### config.mk
export PLATFORM = sky130hd
export DESIGN_NAME = bitstream_pam_filter
export DESIGN_NICKNAME = d
export VERILOG_FILES = /design/src/rtl/bsf_pkg.sv /design/src/rtl/bsf_delay_line.sv /design/src/rtl/bsf_tap_weight.sv /design/src/rtl/bsf_adder_tree.sv /design/src/rtl/bitstream_pam_filter.sv
export SDC_FILE = /design/constraint.sdc
export NUM_CORES = 1
export LEC_CHECK = 0
export ABC_AREA = 1
export BUFFER_PORTS_ARGS = -buffer_cell sky130_fd_sc_hd__buf_2
export CORE_ASPECT_RATIO = 0.7
export CORE_MARGIN = 5
export CORE_UTILIZATION = 39
export DETAILED_ROUTE_END_ITERATION = 8
export HOLD_SLACK_MARGIN = 0.03
export PLACE_DENSITY_LB_ADDON = 0.2
export SETUP_SLACK_MARGIN = 0.4
export SLEW_MARGIN = 20
export SYNTH_ARGS = -nofsm -noshare
export SYNTH_HDL_FRONTEND = slang
export SYNTH_HIERARCHICAL = 1
export SYNTH_SLANG_ARGS = --single-unit
### constraint.sdc
create_clock -name clk -period 8.1 [get_ports clk]
set_input_delay 0.405 -clock clk [delete_from_list [all_inputs] [get_ports clk]]
set_output_delay 0.405 -clock clk [all_outputs]
set_load 0.02 [all_outputs]
### src/rtl/bsf_pkg.sv
package bsf_pkg;

  localparam int MAX_COEF_BITS = 1024;

  // sum of |coefficient| over the packed coefficient vector
  function automatic int abs_total(input logic [MAX_COEF_BITS-1:0] vec,
                                   input int n_taps, input int cw);
    int total;
    int w;
    total = 0;
    for (int k = 0; k < n_taps; k++) begin
      w = 0;
      for (int b = 0; b < cw; b++) begin
        if (vec[k*cw+b]) w = w + (1 << b);
      end
      if (vec[k*cw+cw-1]) w = w - (1 << cw);
      total = total + ((w < 0) ? -w : w);
    end
    return total;
  endfunction

  // word width able to hold +/- total without loss
  function automatic int word_width(input int total);
    return $clog2(total + 1) + 1;
  endfunction

  // reset contents of tap k: ones on even taps
  function automatic logic reset_tap(input int k);
    return (k % 2) == 0;
  endfunction

  // signed contribution of one tap after the negative-weight inversion
  function automatic int tap_term(input logic eff_bit, input int magnitude);
    return eff_bit ? magnitude : -magnitude;
  endfunction

endpackage

### src/rtl/bsf_delay_line.sv
module bsf_delay_line #(
  parameter int NUM_TAPS = 8
) (
  input  logic                clk,
  input  logic                rst,
  input  logic                shift_en,
  input  logic                bit_in,
  output logic [NUM_TAPS-1:0] taps_shifted
);
  import bsf_pkg::*;

  logic [NUM_TAPS-1:0] taps_q;
  logic [NUM_TAPS-1:0] rst_pattern;

  generate
    for (genvar k = 0; k < NUM_TAPS; k++) begin : g_pat
      assign rst_pattern[k] = reset_tap(k);
    end
    if (NUM_TAPS > 1) begin : g_multi
      assign taps_shifted = {taps_q[NUM_TAPS-2:0], bit_in};
    end else begin : g_single
      assign taps_shifted = bit_in;
    end
  endgenerate

  always_ff @(posedge clk) begin
    if (rst) begin
      taps_q <= rst_pattern;
    end else if (shift_en) begin
      taps_q <= taps_shifted;
    end
  end

  AST_SHIFT_NEWEST: assert property (@(posedge clk) disable iff (rst)
    shift_en |=> taps_q[0] == $past(bit_in));
  generate
    if (NUM_TAPS > 1) begin : g_shift_chk
      AST_SHIFT_OLDER: assert property (@(posedge clk) disable iff (rst)
        shift_en |=> taps_q[NUM_TAPS-1:1] == $past(taps_q[NUM_TAPS-2:0]));
    end
  endgenerate
  AST_HOLD_TAPS: assert property (@(posedge clk) disable iff (rst)
    !shift_en |=> $stable(taps_q));
  AST_RESET_PATTERN: assert property (@(posedge clk)
    $past(rst) |-> taps_q == rst_pattern);

endmodule

### src/rtl/bsf_tap_weight.sv
module bsf_tap_weight #(
  parameter int                         NUM_TAPS = 8,
  parameter int                         COEF_W   = 8,
  parameter logic [NUM_TAPS*COEF_W-1:0] COEF_VEC = '0,
  parameter int                         OUT_W    = 8
) (
  input  logic [NUM_TAPS-1:0]       taps,
  output logic [NUM_TAPS-1:0]       tap_eff,
  output logic [NUM_TAPS*OUT_W-1:0] terms
);
  import bsf_pkg::*;

  generate
    for (genvar k = 0; k < NUM_TAPS; k++) begin : g_tap
      localparam logic signed [COEF_W-1:0] W_K = COEF_VEC[k*COEF_W +: COEF_W];
      localparam int  W_I  = int'(W_K);
      localparam bit  NEG  = (W_I < 0);
      localparam int  MAG  = NEG ? -W_I : W_I;
      localparam logic signed [OUT_W-1:0] POS_V = OUT_W'(tap_term(1'b1, MAG));
      localparam logic signed [OUT_W-1:0] NEG_V = OUT_W'(tap_term(1'b0, MAG));

      // inverted bit for a negative weight, magnitude kept positive
      assign tap_eff[k] = taps[k] ^ NEG;
      assign terms[k*OUT_W +: OUT_W] = tap_eff[k] ? POS_V : NEG_V;
    end
  endgenerate

endmodule

### src/rtl/bsf_adder_tree.sv
module bsf_adder_tree #(
  parameter int NUM_TERMS = 8,
  parameter int WIDTH     = 8
) (
  input  logic [NUM_TERMS*WIDTH-1:0] terms,
  output logic signed [WIDTH-1:0]    total
);
  localparam int LEVELS = (NUM_TERMS > 1) ? $clog2(NUM_TERMS) : 1;
  localparam int PAD    = 1 << LEVELS;

  logic signed [WIDTH-1:0] node [LEVELS+1][PAD];

  generate
    for (genvar i = 0; i < PAD; i++) begin : g_leaf
      if (i < NUM_TERMS) begin : g_used
        assign node[0][i] = terms[i*WIDTH +: WIDTH];
      end else begin : g_pad
        assign node[0][i] = '0;
      end
    end
    for (genvar l = 1; l <= LEVELS; l++) begin : g_lvl
      for (genvar i = 0; i < PAD; i++) begin : g_node
        if (i < (PAD >> l)) begin : g_add
          assign node[l][i] = node[l-1][2*i] + node[l-1][2*i+1];
        end else begin : g_idle
          assign node[l][i] = '0;
        end
      end
    end
  endgenerate

  assign total = node[LEVELS][0];

endmodule

### src/rtl/bitstream_pam_filter.sv
module bitstream_pam_filter #(
  parameter int                         NUM_TAPS = 8,
  parameter int                         COEF_W   = 8,
  parameter logic [NUM_TAPS*COEF_W-1:0] COEF_VEC = {8'shFE, 8'shFB, 8'shFD, 8'sd4,
                                                    8'sd12, 8'sd22, 8'sd32, 8'sd40},
  localparam int ABS_SUM = bsf_pkg::abs_total(bsf_pkg::MAX_COEF_BITS'(COEF_VEC),
                                              NUM_TAPS, COEF_W),
  localparam int OUT_W   = bsf_pkg::word_width(ABS_SUM)
) (
  input  logic                    clk,
  input  logic                    rst,
  input  logic                    in_valid,
  input  logic                    in_bit,
  output logic                    out_valid,
  output logic signed [OUT_W-1:0] out_data
);

  logic [NUM_TAPS-1:0]       taps_shifted;
  logic [NUM_TAPS-1:0]       tap_eff;
  logic [NUM_TAPS*OUT_W-1:0] terms;
  logic signed [OUT_W-1:0]   sum_next;
  logic                      word_accept;

  assign word_accept = in_valid;

  bsf_delay_line #(.NUM_TAPS(NUM_TAPS)) u_delay (
    .clk          (clk),
    .rst          (rst),
    .shift_en     (word_accept),
    .bit_in       (in_bit),
    .taps_shifted (taps_shifted)
  );

  bsf_tap_weight #(
    .NUM_TAPS (NUM_TAPS),
    .COEF_W   (COEF_W),
    .COEF_VEC (COEF_VEC),
    .OUT_W    (OUT_W)
  ) u_weight (
    .taps    (taps_shifted),
    .tap_eff (tap_eff),
    .terms   (terms)
  );

  bsf_adder_tree #(.NUM_TERMS(NUM_TAPS), .WIDTH(OUT_W)) u_tree (
    .terms (terms),
    .total (sum_next)
  );

  always_ff @(posedge clk) begin
    if (rst) begin
      out_valid <= 1'b0;
      out_data  <= '0;
    end else begin
      out_valid <= word_accept;
      if (word_accept) out_data <= sum_next;
    end
  end

  AST_VALID_LATENCY: assert property (@(posedge clk) disable iff (rst)
    in_valid |=> out_valid);
  AST_NO_SPURIOUS_WORD: assert property (@(posedge clk) disable iff (rst)
    !in_valid |=> !out_valid);
  AST_OUT_HOLD: assert property (@(posedge clk) disable iff (rst)
    !in_valid |=> $stable(out_data));
  AST_OUT_RANGE: assert property (@(posedge clk) disable iff (rst)
    (int'(out_data) <= ABS_SUM) && (int'(out_data) >= -ABS_SUM));
  AST_OUT_PARITY: assert property (@(posedge clk) disable iff (rst)
    out_valid |-> (out_data[0] == ABS_SUM[0]));
  AST_RESET_CLEAR: assert property (@(posedge clk)
    $past(rst) |-> (!out_valid && out_data == '0));

endmodule

==> results of run 1 <==
stage by stage:
stage | cell area, um^2 | total power, mW
6_report | 2424 | 0.8048
5_1_grt | 2424 | 0.9458
4_1_cts | 2424 | 0.8200
3_5_place_dp | 2369 | 0.7425
3_3_place_gp | 2369 | 0.7428
2_1_floorplan | 2679 | 0.6424
per-layer routing:
layer,global-route usage,routed length [um],vias to the layer above
met5,0,0,-
met2,0.1452,1436,9
met1,0.1561,2127,707
met3,0.01639,62,4
li1,-,-,835
met4,0.01513,22,0
worst max-delay path: cells and delay by family, from the launching register on:
family	cells	cell delay [ns]
AO/OA/AOI/OAI	1	0.16
adder cells (fa/ha/maj)	5	2.36
buffers and inverters	6	0.35
flip-flops	1	0.63
AND/OR/NAND/NOR	9	0.62
layout make-up:
| cell class | count | share of cell area |
|---|---|---|
| repair buffers | 12 | 0.02478 |
| well taps | 91 | 0.04698 |
| inverters | 108 | 0.1673 |
| clock buffers | 4 | 0.02272 |
| flip-flops and latches | 16 | 0.1322 |
| multi-input cells | 186 | 0.6061 |
flip-flops by register name, indices dropped and copies added, names as in the netlist:
name,cells
out_data,8
out_valid,1
u_delay/taps_q,7
path summary, 6_finish.rpt:
check | startpoint | depth (start not counted) | endpoint | slack [ns]
setup / recovery | u_delay/taps_q[4]$_SDFFE_PP1P_ | 21 | out_data[7]$_SDFFE_PP0P_ | 3.87
hold / removal | rst | 2 | out_valid$_SDFF_PP0_ | 0.33
setup reg to reg | u_delay/taps_q[4]$_SDFFE_PP1P_ | 21 | out_data[7]$_SDFFE_PP0P_ | 3.87
hold reg to reg | out_data[0]$_SDFFE_PP0P_ | 2 | out_data[0]$_SDFFE_PP0P_ | 0.47
power by group through the flow:
stage / logic (mW) / clock network, mW / registers [mW]
floorplan: 0.518 / 0 / 0.124
global placement: 0.632 / 0 / 0.111
detailed placement: 0.632 / 0 / 0.111
CTS: 0.638 / 0.0731 / 0.109
global route: 0.755 / 0.0782 / 0.112
finish: 0.626 / 0.0705 / 0.109
==> impl_metrics.toml, run 1 <==
[status]
status = "finished clean"

[worst_setup_path]
crit_chain = "inv_1 > fa_1 > inv_1 > fa_1 > fa_1 > inv_1 > fa_1 > inv_1 > ha_1 > nand3_1 > nand3_1 > nand2_1 > nand2_1 > a21oi_1 > inv_1 > nand3_1 > nand2_1 > inv_1 > nand2_1 > nand2_1 > nor2_1"
arrival_ns = 4.37
critical_path_class = "flop to flop"
crit_top_cell = "inv_1"
slowest_delay_ns = 0.63
crit_path_end_kind = "flop"
startpoint_type = "flop"
cp_max_fo = 10
crit_slowest_cell = "dfxtp_1"
required_ns = 8.24

[timing]
hold_ws_ns = 0.3324
fin_crit_ns = 4.227
tightest_slew_ns = 0.5537
fin_ws_ns = 3.873
timing.fmax_mhz = 236.6
rsz0062_at_grt = "no"
fin_crit_sh = 0.5219
finalSetupViolCount = 0
finalMaxSlewViolations = 0
slew_headroom = 0.6309
hold_viol = 0
fin_tns_setup_ns = 0
finClkSkew_ns = 0.002886

[cells_and_area]
final_nets = 378
drive_gt1_frac = 0.09202
final_cells = 417
register_area_um2 = 320.3
postLayoutCoreUtil = 0.3807
diodes = 0
n_fill_cell = 713
final_common_cell = "inv_1"
final_cell_mix = "inv_1 (105), nand2_1 (63), fa_1 (39), nor2_1 (25), conb_1 (22)"
syn_to_final_growth_pct = -6.920
multi_input_area_um2 = 1469

[cts]
clk_pin_slew_ns = 0.06
clkLatencyLatePin_ns = 0.25
htreeDepth = 1
cts_setup_buffers = 0
holdBufCountCts = 0
cts.sinks = 16
root_buffer = "clkbuf_8"
cts_max_path_buffers = 2
cts_made_buffers = 3
cts_tree = "yes"
cts_resized = 0

[power_and_ir_drop]
pwr-share-seq = 0.135
vdd_drop_max_mv = 0.1492
clkPwrFrac = 0.088
powerDensity_nw_per_um2 = 332.1
p_switching_mw = 0.4164
combPwrFrac = 0.777
p_int_mw = 0.3884
switching_share = 0.5174
p_leak_nw = 1.504

[global_routing]
grt_first_pass_wirelength_mm = 6.920
grt_max_degree = 29
grt_util_all_layers = 0.09948
overflow = 0
antenna_found_initial = 0
grt_pass1_vias = 1533

[synthesis]
syn_inst = 353
syn_area_um2 = 2604
yosys_warnings = 6
syn_area_per_cell_um2 = 7.376

[detailed_routing]
ant_nets = 0
dr_total_vias = 1555
vias_per_cell = 3.729
routed_wl_mm = 3.648
post_drt_wl_per_cell_um = 8.748
drt_iter0_drc = 53
firstDrtPassIters = 4
drc = 0

[min_path]
hold_class = "input port to flop"

[die]
rows = 24
dieArea_um2 = 8436
fp.dieW_um = 107.7
pin_count = 13
die_h_um = 78.36
core_area_um2 = 6366
initial_utilization = 0.4090

[place]
place_ws_ns = 3.779
port_buffers = 12
gp_congestion = 0.8133
placedCellCount = 413
place_hpwl_mm = 3.183

[flow_run]
maxCapViolations = 0
Power figures use the tool's default switching activity.
==> run 2: changes to the inputs <==
==> constraint.sdc (replaced) <==
create_clock -name clk -period 4.4 [get_ports clk]
set_input_delay 0.22 -clock clk [delete_from_list [all_inputs] [get_ports clk]]
set_output_delay 0.22 -clock clk [all_outputs]
set_load 0.02 [all_outputs]
==> run 2 against run 1 <==
Worst setup slack worse by 3.3 ns. Largest cell class unchanged. Core utilization grew 1.5 points. Register-to-register slack worse by 3.3 ns. Total power rose by 100%. First-iteration DRC count shrank 17%. Sequential power increased by 81%. Clock skew is 0.0047 ns higher. Largest power group unchanged.
==> impl_metrics.toml, run 2 (synthesis results as in run 1) <==
[worst_setup_path]
r2r-end = "out_data[6]$_SDFFE_PP0P_"
worstSetupEndpoint = "out_data[6]$_SDFFE_PP0P_"
crit_slowest_cell = "fa_1"
r2r_start = "u_delay/taps_q[4]$_SDFFE_PP1P_"
crit_top_cell = "fa_1"
r2r_setup_slack_ns = 0.57
critPathLaunch = "u_delay/taps_q[4]$_SDFFE_PP1P_"
reg2regPathDepth = 17
critical_path_class = "flop to flop"
slowest_delay_ns = 0.55
required_ns = 4.55
crit_chain = "buf_4 > inv_1 > fa_1 > inv_1 > fa_1 > fa_1 > inv_1 > fa_1 > ha_1 > fa_1 > nand3_1 > nand3_1 > xor2_1 > inv_1 > nand2_2 > nand2_1 > nor2_2"
path_delay_family = "adder cells"
path_depth = 17
startpoint_type = "flop"
crit_path_end_kind = "flop"
crit_buf_inv = 5
arrival_ns = 3.98
cp_max_fo = 6

[detailed_routing]
ant_nets = 0
vias_per_cell = 3.702
dr_total_vias = 1566
firstDrtPassIters = 4
post_drt_wl_per_cell_um = 8.981
drt_iter0_drc = 44
routed_wl_mm = 3.799
drc = 0

[cells_and_area]
final_cell_mix = "inv_1 (100), nand2_1 (63), fa_1 (39), nor2_1 (25), conb_1 (22)"
drive_gt1_frac = 0.1476
final_common_cell = "inv_1"
final_nets = 384
n_fill_cell = 702
reg_top3 = "out_data x8, u_delay/taps_q x7, out_valid x1"
largest_register_ffs = 8
regMostFlops = "out_data"
syn_to_final_growth_pct = -3.171
diodes = 0

[cts]
cts_max_path_buffers = 2
cts_tree = "yes"
root_buffer = "clkbuf_8"
clk_pin_slew_ns = 0.07
holdBufCountCts = 0
clkLatencyLatePin_ns = 0.25
cts_made_buffers = 3
cts.sinks = 16
htreeDepth = 1

[timing]
slew_headroom = 0.6397
fin_crit_sh = 0.8708
finClkSkew_ns = 0.007540
timing.fmax_mhz = 261.0
finalMaxSlewViolations = 0
tightest_slew_ns = 0.5404
fin_ws_ns = 0.5686
fin_tns_setup_ns = 0
fin_crit_ns = 3.831
rsz0062_at_grt = "yes"
hold_viol = 0
finalSetupViolCount = 0

[power_and_ir_drop]
vdd_drop_max_mv = 0.3164
p_leak_nw = 1.535
powerDensity_nw_per_um2 = 643.0

[die]
pin_count = 13
die_h_um = 78.36
dieArea_um2 = 8436
initial_utilization = 0.4090
fp.dieW_um = 107.7
core_area_um2 = 6366
rows = 24

[global_routing]
overflow = 0
grt_util_all_layers = 0.1060
grt_first_pass_wirelength_mm = 7.182
antenna_found_initial = 0
grt_max_degree = 29
grt_pass1_vias = 1561

[place]
place_hpwl_mm = 3.306
place_ws_ns = 0.1838
port_buffers = 12
gp_congestion = 0.8044

[min_path]
hold_class = "input port to flop"

[status]
status = "finished clean"

[flow_run]
maxCapViolations = 0
run 2: final cells by class:
cell class / count / area (um^2) / area share
Tap cell: 91 / 113.9 / 0.04516
Multi-Input combinational cell: 186 / 1503 / 0.5960
Clock buffer: 4 / 55.05 / 0.02184
Timing Repair Buffer: 18 / 108.9 / 0.04318
Inverter: 108 / 407.9 / 0.1618
Sequential cell: 16 / 332.8 / 0.1320
run 2: what timing repair did:
item	in CTS	in global routing
pin swaps	0	9
buffers inserted	2	1
endpoints found under the setup margin	2	2
gates resized for setup	7	11
run 2: power breakdown:
group / internal [mW] / switching, mW / total (mW) / leakage [nW]
Combinational: 0.555 / 0.734 / 1.29 / 1.37
Sequential: 0.177 / 0.0202 / 0.197 / 0.134
Clock: 0.0795 / 0.0552 / 0.135 / 0.0288
Total: 0.811 / 0.810 / 1.62 / 1.54
run 2: worst register-to-register path: cells and delay by family (launching register included):
kind	cells	cell delay, ns
fa+ha+maj	6	2.45
xor+xnor	1	0.15
buf+inv	5	0.38
simple gates	5	0.34
flops	1	0.39
run 2: worst min-delay path by stage:
| stage | cells after the start | end | from | slack (ns) |
|---|---|---|---|---|
| after floorplan | 1 | out_valid$_SDFF_PP0_ | rst | 0.29 |
| after global placement | 2 | out_valid$_SDFF_PP0_ | rst | 0.41 |
| after detailed placement | 2 | out_valid$_SDFF_PP0_ | rst | 0.41 |
| after CTS | 2 | out_valid$_SDFF_PP0_ | rst | 0.14 |
| after global routing | 2 | out_valid$_SDFF_PP0_ | rst | 0.16 |
| final | 2 | out_valid$_SDFF_PP0_ | rst | 0.15 |
run 2: stage by stage:
step | utilization | hold WS [ns] | instances | cell area, um^2 | power, mW
global placement | 0.3756 | 0.4111 | 416 | 2391 | 1.370
CTS | 0.3892 | 0.1401 | 422 | 2477 | 1.551
floorplan | - | 0.2906 | 373 | 2679 | 1.183
detailed placement | 0.3756 | 0.4149 | 416 | 2391 | 1.360
finish | 0.3960 | 0.1505 | 423 | 2521 | 1.621
global route | 0.3960 | 0.1618 | 423 | 2521 | 1.906
run 2: metal layers:
layer	wire length [um]	GRT usage
met1	2168	0.1678
met2	1487	0.1489
met3	121	0.01148
met4	21	0.03405
met5	0	0
